## src/rtl/vid422_pkg.sv

```systemverilog
package vid422_pkg;

  // Slot index of each component in the normalized output pair
  typedef enum logic [1:0] {
    C_Y0 = 2'd0,
    C_U  = 2'd1,
    C_Y1 = 2'd2,
    C_V  = 2'd3
  } comp_e;

  // Chroma slot for the first (second=0) or second (second=1) chroma byte of a pair
  function automatic comp_e chroma_slot(input logic v_first, input logic second);
    return (v_first ^ second) ? C_V : C_U;
  endfunction

  // Narrow bus: slot taken by the byte at beat ph (0..3) for a given order code
  function automatic comp_e narrow_slot(input logic [1:0] order, input logic [1:0] ph);
    logic luma_here;
    luma_here = order[1] ? ~ph[0] : ph[0];
    if (luma_here) return ph[1] ? C_Y1 : C_Y0;
    return chroma_slot(order[0], ph[1]);
  endfunction

  // Wide bus: slot for the luma byte at beat ph0 (0..1)
  function automatic comp_e wide_luma_slot(input logic ph0);
    return ph0 ? C_Y1 : C_Y0;
  endfunction

  // Wide bus: slot for the chroma byte at beat ph0
  function automatic comp_e wide_chroma_slot(input logic [1:0] order, input logic ph0);
    return chroma_slot(order[0], ph0);
  endfunction

  // Whether beat ph completes a pair
  function automatic logic is_last_beat(input logic wide, input logic [1:0] ph);
    return wide ? ph[0] : (ph == 2'd3);
  endfunction

  // Beat counter advance
  function automatic logic [1:0] next_phase(input logic last, input logic [1:0] ph);
    return last ? 2'd0 : 2'(ph + 2'd1);
  endfunction

endpackage

```

## src/rtl/vid422_edge_sample.sv

```systemverilog
module vid422_edge_sample #(
  parameter int W = 17
) (
  input  logic         clk,
  input  logic         rst_n,
  input  logic         fall_sel,
  input  logic [W-1:0] d,
  output logic [W-1:0] q
);

  // Falling-edge capture stage; the rising-edge stage picks either path
  logic [W-1:0] neg_q;

  always_ff @(negedge clk or negedge rst_n) begin
    if (!rst_n) neg_q <= '0;
    else        neg_q <= d;
  end

  always_ff @(posedge clk or negedge rst_n) begin
    if (!rst_n) q <= '0;
    else        q <= fall_sel ? neg_q : d;
  end

endmodule

```

## src/rtl/vid422_pair_build.sv

```systemverilog
module vid422_pair_build
  import vid422_pkg::*;
#(
  parameter int DW = 8
) (
  input  logic          clk,
  input  logic          rst_n,
  input  logic          wide,
  input  logic [1:0]    order,
  input  logic [DW-1:0] s_y,
  input  logic [DW-1:0] s_c,
  input  logic          s_lv,
  output logic          pix_vld,
  output logic [DW-1:0] pix_y0,
  output logic [DW-1:0] pix_u,
  output logic [DW-1:0] pix_y1,
  output logic [DW-1:0] pix_v
);

  localparam int SLOTS = 4;

  logic          lv_q;
  logic          line_start;
  logic [1:0]    phase_q;
  logic [1:0]    eff_phase;
  logic          beat_last;
  logic [DW-1:0] luma_b;
  logic [DW-1:0] chroma_b;
  logic [DW-1:0] acc_q  [SLOTS];
  logic [DW-1:0] acc_nx [SLOTS];

  assign line_start = s_lv & ~lv_q;

  always_comb begin
    eff_phase = line_start ? 2'd0 : phase_q;
    beat_last = s_lv && is_last_beat(wide, eff_phase);
    luma_b    = order[1] ? s_c : s_y;
    chroma_b  = order[1] ? s_y : s_c;
    for (int i = 0; i < SLOTS; i++) acc_nx[i] = acc_q[i];
    if (wide) begin
      acc_nx[wide_luma_slot(eff_phase[0])]          = luma_b;
      acc_nx[wide_chroma_slot(order, eff_phase[0])] = chroma_b;
    end else begin
      acc_nx[narrow_slot(order, eff_phase)] = s_y;
    end
  end

  always_ff @(posedge clk or negedge rst_n) begin
    if (!rst_n) begin
      lv_q    <= 1'b0;
      phase_q <= 2'd0;
      pix_vld <= 1'b0;
      pix_y0  <= '0;
      pix_u   <= '0;
      pix_y1  <= '0;
      pix_v   <= '0;
      for (int i = 0; i < SLOTS; i++) acc_q[i] <= '0;
    end else begin
      lv_q    <= s_lv;
      pix_vld <= beat_last;
      if (s_lv) begin
        phase_q <= next_phase(beat_last, eff_phase);
        for (int i = 0; i < SLOTS; i++) acc_q[i] <= acc_nx[i];
      end
      if (beat_last) begin
        pix_y0 <= acc_nx[C_Y0];
        pix_u  <= acc_nx[C_U];
        pix_y1 <= acc_nx[C_Y1];
        pix_v  <= acc_nx[C_V];
      end
    end
  end

  // quiet outputs under reset
  always @(posedge clk) begin
    if (!rst_n) begin
      assert_reset_quiet_R1: assert (!pix_vld && pix_y0 == '0 && pix_v == '0);
    end
  end

  // a narrow pair needs four consecutive valid beats
  assert_narrow_four_beats_R2: assert property (@(posedge clk) disable iff (!rst_n)
    (!wide && pix_vld) |-> ($past(s_lv, 1) && $past(s_lv, 2) && $past(s_lv, 3) && $past(s_lv, 4)));

  // a wide pair needs two consecutive valid beats
  assert_wide_two_beats_R7: assert property (@(posedge clk) disable iff (!rst_n)
    (wide && pix_vld) |-> ($past(s_lv, 1) && $past(s_lv, 2)));

  // a line start always consumes beat zero
  assert_line_restart_R9: assert property (@(posedge clk) disable iff (!rst_n)
    line_start |=> (phase_q == 2'd1));

  // strobe is a single cycle
  assert_single_strobe_R12: assert property (@(posedge clk) disable iff (!rst_n)
    pix_vld |=> !pix_vld);

endmodule

```

## src/rtl/vid422_capture.sv

```systemverilog
module vid422_capture #(
  parameter int DW = 8
) (
  input  logic          clk,
  input  logic          rst_n,
  input  logic          cfg_wide,
  input  logic [1:0]    cfg_order,
  input  logic          cfg_fall_edge,
  input  logic [DW-1:0] vin_y,
  input  logic [DW-1:0] vin_c,
  input  logic          vin_lval,
  output logic          pix_vld,
  output logic [DW-1:0] pix_y0,
  output logic [DW-1:0] pix_u,
  output logic [DW-1:0] pix_y1,
  output logic [DW-1:0] pix_v
);

  localparam int SW = 2 * DW + 1;

  logic [SW-1:0] samp;
  logic [DW-1:0] s_y;
  logic [DW-1:0] s_c;
  logic          s_lv;

  vid422_edge_sample #(.W(SW)) u_sample (
    .clk      (clk),
    .rst_n    (rst_n),
    .fall_sel (cfg_fall_edge),
    .d        ({vin_lval, vin_y, vin_c}),
    .q        (samp)
  );

  assign {s_lv, s_y, s_c} = samp;

  vid422_pair_build #(.DW(DW)) u_build (
    .clk     (clk),
    .rst_n   (rst_n),
    .wide    (cfg_wide),
    .order   (cfg_order),
    .s_y     (s_y),
    .s_c     (s_c),
    .s_lv    (s_lv),
    .pix_vld (pix_vld),
    .pix_y0  (pix_y0),
    .pix_u   (pix_u),
    .pix_y1  (pix_y1),
    .pix_v   (pix_v)
  );

endmodule

```

## config.mk

```make
export PLATFORM = sky130hd
export DESIGN_NAME = vid422_capture
export DESIGN_NICKNAME = d
export VERILOG_FILES = /design/src/rtl/vid422_pkg.sv /design/src/rtl/vid422_edge_sample.sv /design/src/rtl/vid422_pair_build.sv /design/src/rtl/vid422_capture.sv
export SDC_FILE = /design/constraint.sdc
export NUM_CORES = 1
export LEC_CHECK = 0
export BUFFER_PORTS_ARGS = -buffer_cell sky130_fd_sc_hd__buf_2
export CAP_MARGIN = 40
export CORE_ASPECT_RATIO = 0.8
export CORE_UTILIZATION = 40
export DETAILED_ROUTE_END_ITERATION = 10
export GPL_TIMING_DRIVEN = 0
export PLACE_DENSITY_LB_ADDON = 0.08
export SLEW_MARGIN = 0
export SYNTH_ARGS = -nofsm -noshare
export SYNTH_HDL_FRONTEND = slang
export SYNTH_SLANG_ARGS = --single-unit
```

## constraint.sdc

```tcl
create_clock -name clk -period 4 [get_ports clk]
set_input_delay 0.4 -clock clk [delete_from_list [all_inputs] [get_ports clk]]
set_output_delay 0.4 -clock clk [all_outputs]
set_load 0.02 [all_outputs]
```

---- Word-level counts from Yosys, hierarchy flattened ----
Cells that the tools add are included.
word-level totals
  flip-flop bits (word level) ............. 102
  input port bits ......................... 23
  output and inout port bits .............. 33
  word-level logic and storage cells ...... 59
operators by class
  add/subtract/negate cells ............... 1
  $lt $le $gt $ge ......................... 6
  equal/unequal tests ..................... 1
  multiplexer cells ....................... 26
  bitwise operators ....................... 8
  reductions and logical operators ........ 4
operators by type and width
  operator                                                                      number
  32-bit bitwise mux                                                            3
  8-bit demux with 2-bit select                                                 3
  8-bit two-way mux                                                             5
  32-bit two-way mux                                                            1
  2-bit two-way mux                                                             9
  17-bit two-way mux                                                            1
  3-bit greater-or-equal comparator, second input constant                      3
  3-bit by 1-bit less-than comparator with 1-bit output, second input constant  3
  2-bit inverter with 3-bit output                                              3
  1-bit logical AND                                                             4
  1-bit two-way mux                                                             4
  2-bit by 1-bit adder with 2-bit output, second input constant                 1
  2-bit == test, second input constant                                          1
  1-bit inverter                                                                2
  1-bit XOR                                                                     2
  1-bit AND                                                                     1

---- Longest topological paths before layout ----
  word-level depth ........................ 16
  gate-level depth with buffers ........... 9
  depth with buffers taken out ............ 6

---- Cells and area by module ----
A second synthesis with hierarchy kept.
second synthesis, totals
  cells, all modules ...................... 478
  area total of the unflattened synthesis .. 5116.2 um^2
modules (own cells, without submodules)
  module              instances  cells an instance  area an instance (um^2)  seq. area each (um^2)
  vid422_pair_build   1          425                4005.1                   1701.6
  vid422_edge_sample  1          53                 1111.1                   850.8

==> metrics <==
Die W=127.9 um; Worst Setup Start Kind=flop; synthesis-to-layout area growth=15.48%; sequential group share of total power=42.6%; synthesized instance count=463; Avg Cell Area, Syn=10.96 um^2; hold_buf cts=0; worst setup path startpoint=u_sample.neg_q[3]$_DFF_NN0_; io pins=56; critical path's largest stage delay=0.33 ns; Clock Path Buffers=2; Leakage=0.002594 uW; clk root buf=clkbuf_16; CP delay by family, top=flip-flops; worst hold path class=in -> async; Initial DRC Count=168; top post-synthesis cells by count=dfrtp_1, nor2_1, mux2i_1; DRT Wirelength=13.11 mm; Vias=3754; Synth area leaders=dfrtp_1, dfrtn_1, mux2i_1; switching share of power=36.42%; Initial Util=41.42%; setup TNS=0 ns; Row Count=36; Critical path buffers and inverters=0; die span in y=102.7 um; RD Place Congestion=0.8230; status=complete, no violations; Pre-Repair DR Iteration Count=5; Top FF cell, synth=dfrtp_1; fin nets=550; I/O Buffers=52; dpl hpwl=9.144 mm; Synth top area share=41.91%; ys async rst share=100.0%; Worst Setup EP=u_sample.q[3]$_DFF_PN0_; post-synthesis cell area=5075 um^2; Power Total=3422 uW; Seq/Total Area, Yosys=50.30%; Setup-failing EPs final=0; Antenna Nets Post-Route=0; synthesized flop and latch total=102; Ant. Diodes=0; RSZ-0062 raised after global routing=no; DR WL/cell=18.65 um; RR Endpoint=u_sample.q[3]$_DFF_PN0_; DRC Markers=0; arrival time at the worst endpoint=2.96 ns; total gr overflow=0; total track usage=21.57%; Required @ worst endpoint=4.24 ns; R2R Setup Slk=1.28 ns; layout cells sized above 1=26.50%; H-tree depth=3; count leader, synth=dfrtp_1; post-cts sizing count=0; Cell Pwr Density=583.9 nW/um^2; CTS buffer count=9; Worst Setup End Kind=flop; Util after Layout=47.84%; first-pass GRT wire length=20.74 mm; setup bufs post-CTS=0; Worst-path clk slew=0.07 ns; RR Startpoint=u_sample.neg_q[3]$_DFF_NN0_; dpl cells=687; count of final hold-check violations=0; CP max-delay cell=dfrtn_1; syn_nets=486; Pins Over Slew Limit=0; internal power=2176 uW; Reg2Reg Depth=1; Max FO, Critical Path=1; critical path class=reg -> reg; number of global-route vias before repair=3726; Core ar.=12250 um^2; Filler cells=1183; clk sinks=102; max-cap viol count=0; initial antenna violation count=0; CTS tree=built; clock power share=24.5%; VDD IR max=0.0003493 V; worst hold margin=0.04541 ns; EDFF count, synth=0; largest net degree at the start of global routing=63; P_sw=1246 uW; post-synth top area cell=dfrtp_1; Synth cell types=48; Slew headroom=57.29%; Worst-Skew Late Latency=0.35 ns; synth warn=0; CP Depth=1; CP Cell Sequence=mux2_2; worst-margin pin slew=0.6282 ns; Final Non-Filler Cells=703; Comb power frac=32.9%; Via-to-Cell Ratio=5.340; die area=13140 um^2; Clock Skews=0.006378 ns
==> cell usage in the layout, fill, tap and decap left out, drive strengths merged, types with 2 or more instances in the layout <==
cell,instances
nor2,40
xnor2,2
a31oi,33
dfrtp,85
mux2,34
dfrtn,17
a21oi,10
o21ai,20
nand3,3
inv,7
clkinv,4
a211oi,7
nand2b,2
or2,2
nand2,36
o21a,8
o22ai,2
clkbuf,29
buf,69
nor2b,31
a21boi,7
mux2i,41
a22oi,17
o31ai,14
==> sequential cells by signal, summed over array words and instances (netlist names) <==
register,flops
u_build.acc_q,32
u_sample.neg_q,17
u_sample.q,17
u_build.pix_u,8
u_build.pix_v,8
u_build.pix_y0,8
u_build.pix_y1,8
u_build.phase_q,2
u_build.lv_q,1
u_build.pix_vld,1
==> final cells by class <==
class | instances | area, um^2 | area share [%]
clock buffer | 9 | 225.2 | 3.843
inverter | 4 | 15.01 | 0.2562
buffer | 36 | 217.7 | 3.715
multi-input combinational | 321 | 2290 | 39.07
timing repair buffer | 53 | 290.3 | 4.953
sequential | 102 | 2552 | 43.55
clock inverter | 7 | 56.30 | 0.9607
tap | 171 | 214.0 | 3.651
==> metal layers <==
layer	track usage [%]	vias to the layer above	wire length, um
li1	-	1782	-
met1	30.55	1851	6472
met2	32.27	108	5696
met3	5.345	13	727
met4	7.602	0	214
met5	0	-	0
==> through the flow <==
stage / cell area [um^2] / worst slack, ns
3_5_place_dp: 5579 / 0.8981
3_3_place_gp: 5549 / -0.5356
5_1_grt: 5861 / 1.197
6_report: 5861 / 1.283
4_1_cts: 5861 / 1.285
2_1_floorplan: 5075 / 1.332
==> worst min-delay path by stage <==
stage               cells after the start  slack, ns                       endpoint
CTS                                     1       0.05  u_build.acc_q[30]$_DFFE_PN0P_
global placement                        2       0.46  u_build.pix_y0[5]$_DFFE_PN0P_
global route                            1       0.08  u_build.acc_q[30]$_DFFE_PN0P_
detailed placement                      1       0.44  u_build.pix_y0[1]$_DFFE_PN0P_
floorplan                               0       0.10   u_build.acc_q[0]$_DFFE_PN0P_
finish                                  1       0.05  u_build.pix_y0[1]$_DFFE_PN0P_
==> power by group through the flow <==
stage | logic, uW | registers [uW] | clock network (uW)
2_1_floorplan | 597 | 1640 | 0
3_3_place_gp | 1110 | 1470 | 0
3_5_place_dp | 1130 | 1480 | 0
4_1_cts | 1130 | 1460 | 869
5_1_grt | 1240 | 1490 | 907
6_report | 1130 | 1460 | 838
==> logic make-up (layout without fill, tap and decap cells) <==
kind of cell,count (synthesis),in the layout,share of synthesized area (%)
simple gates,121,121,11.71
xor+xnor,3,3,0.9616
mux,75,75,15.78
buf+inv,40,109,4.585
flops,102,102,50.30
compound gates,122,122,16.67
No activity file was read; power rests on OpenSTA's default activity.
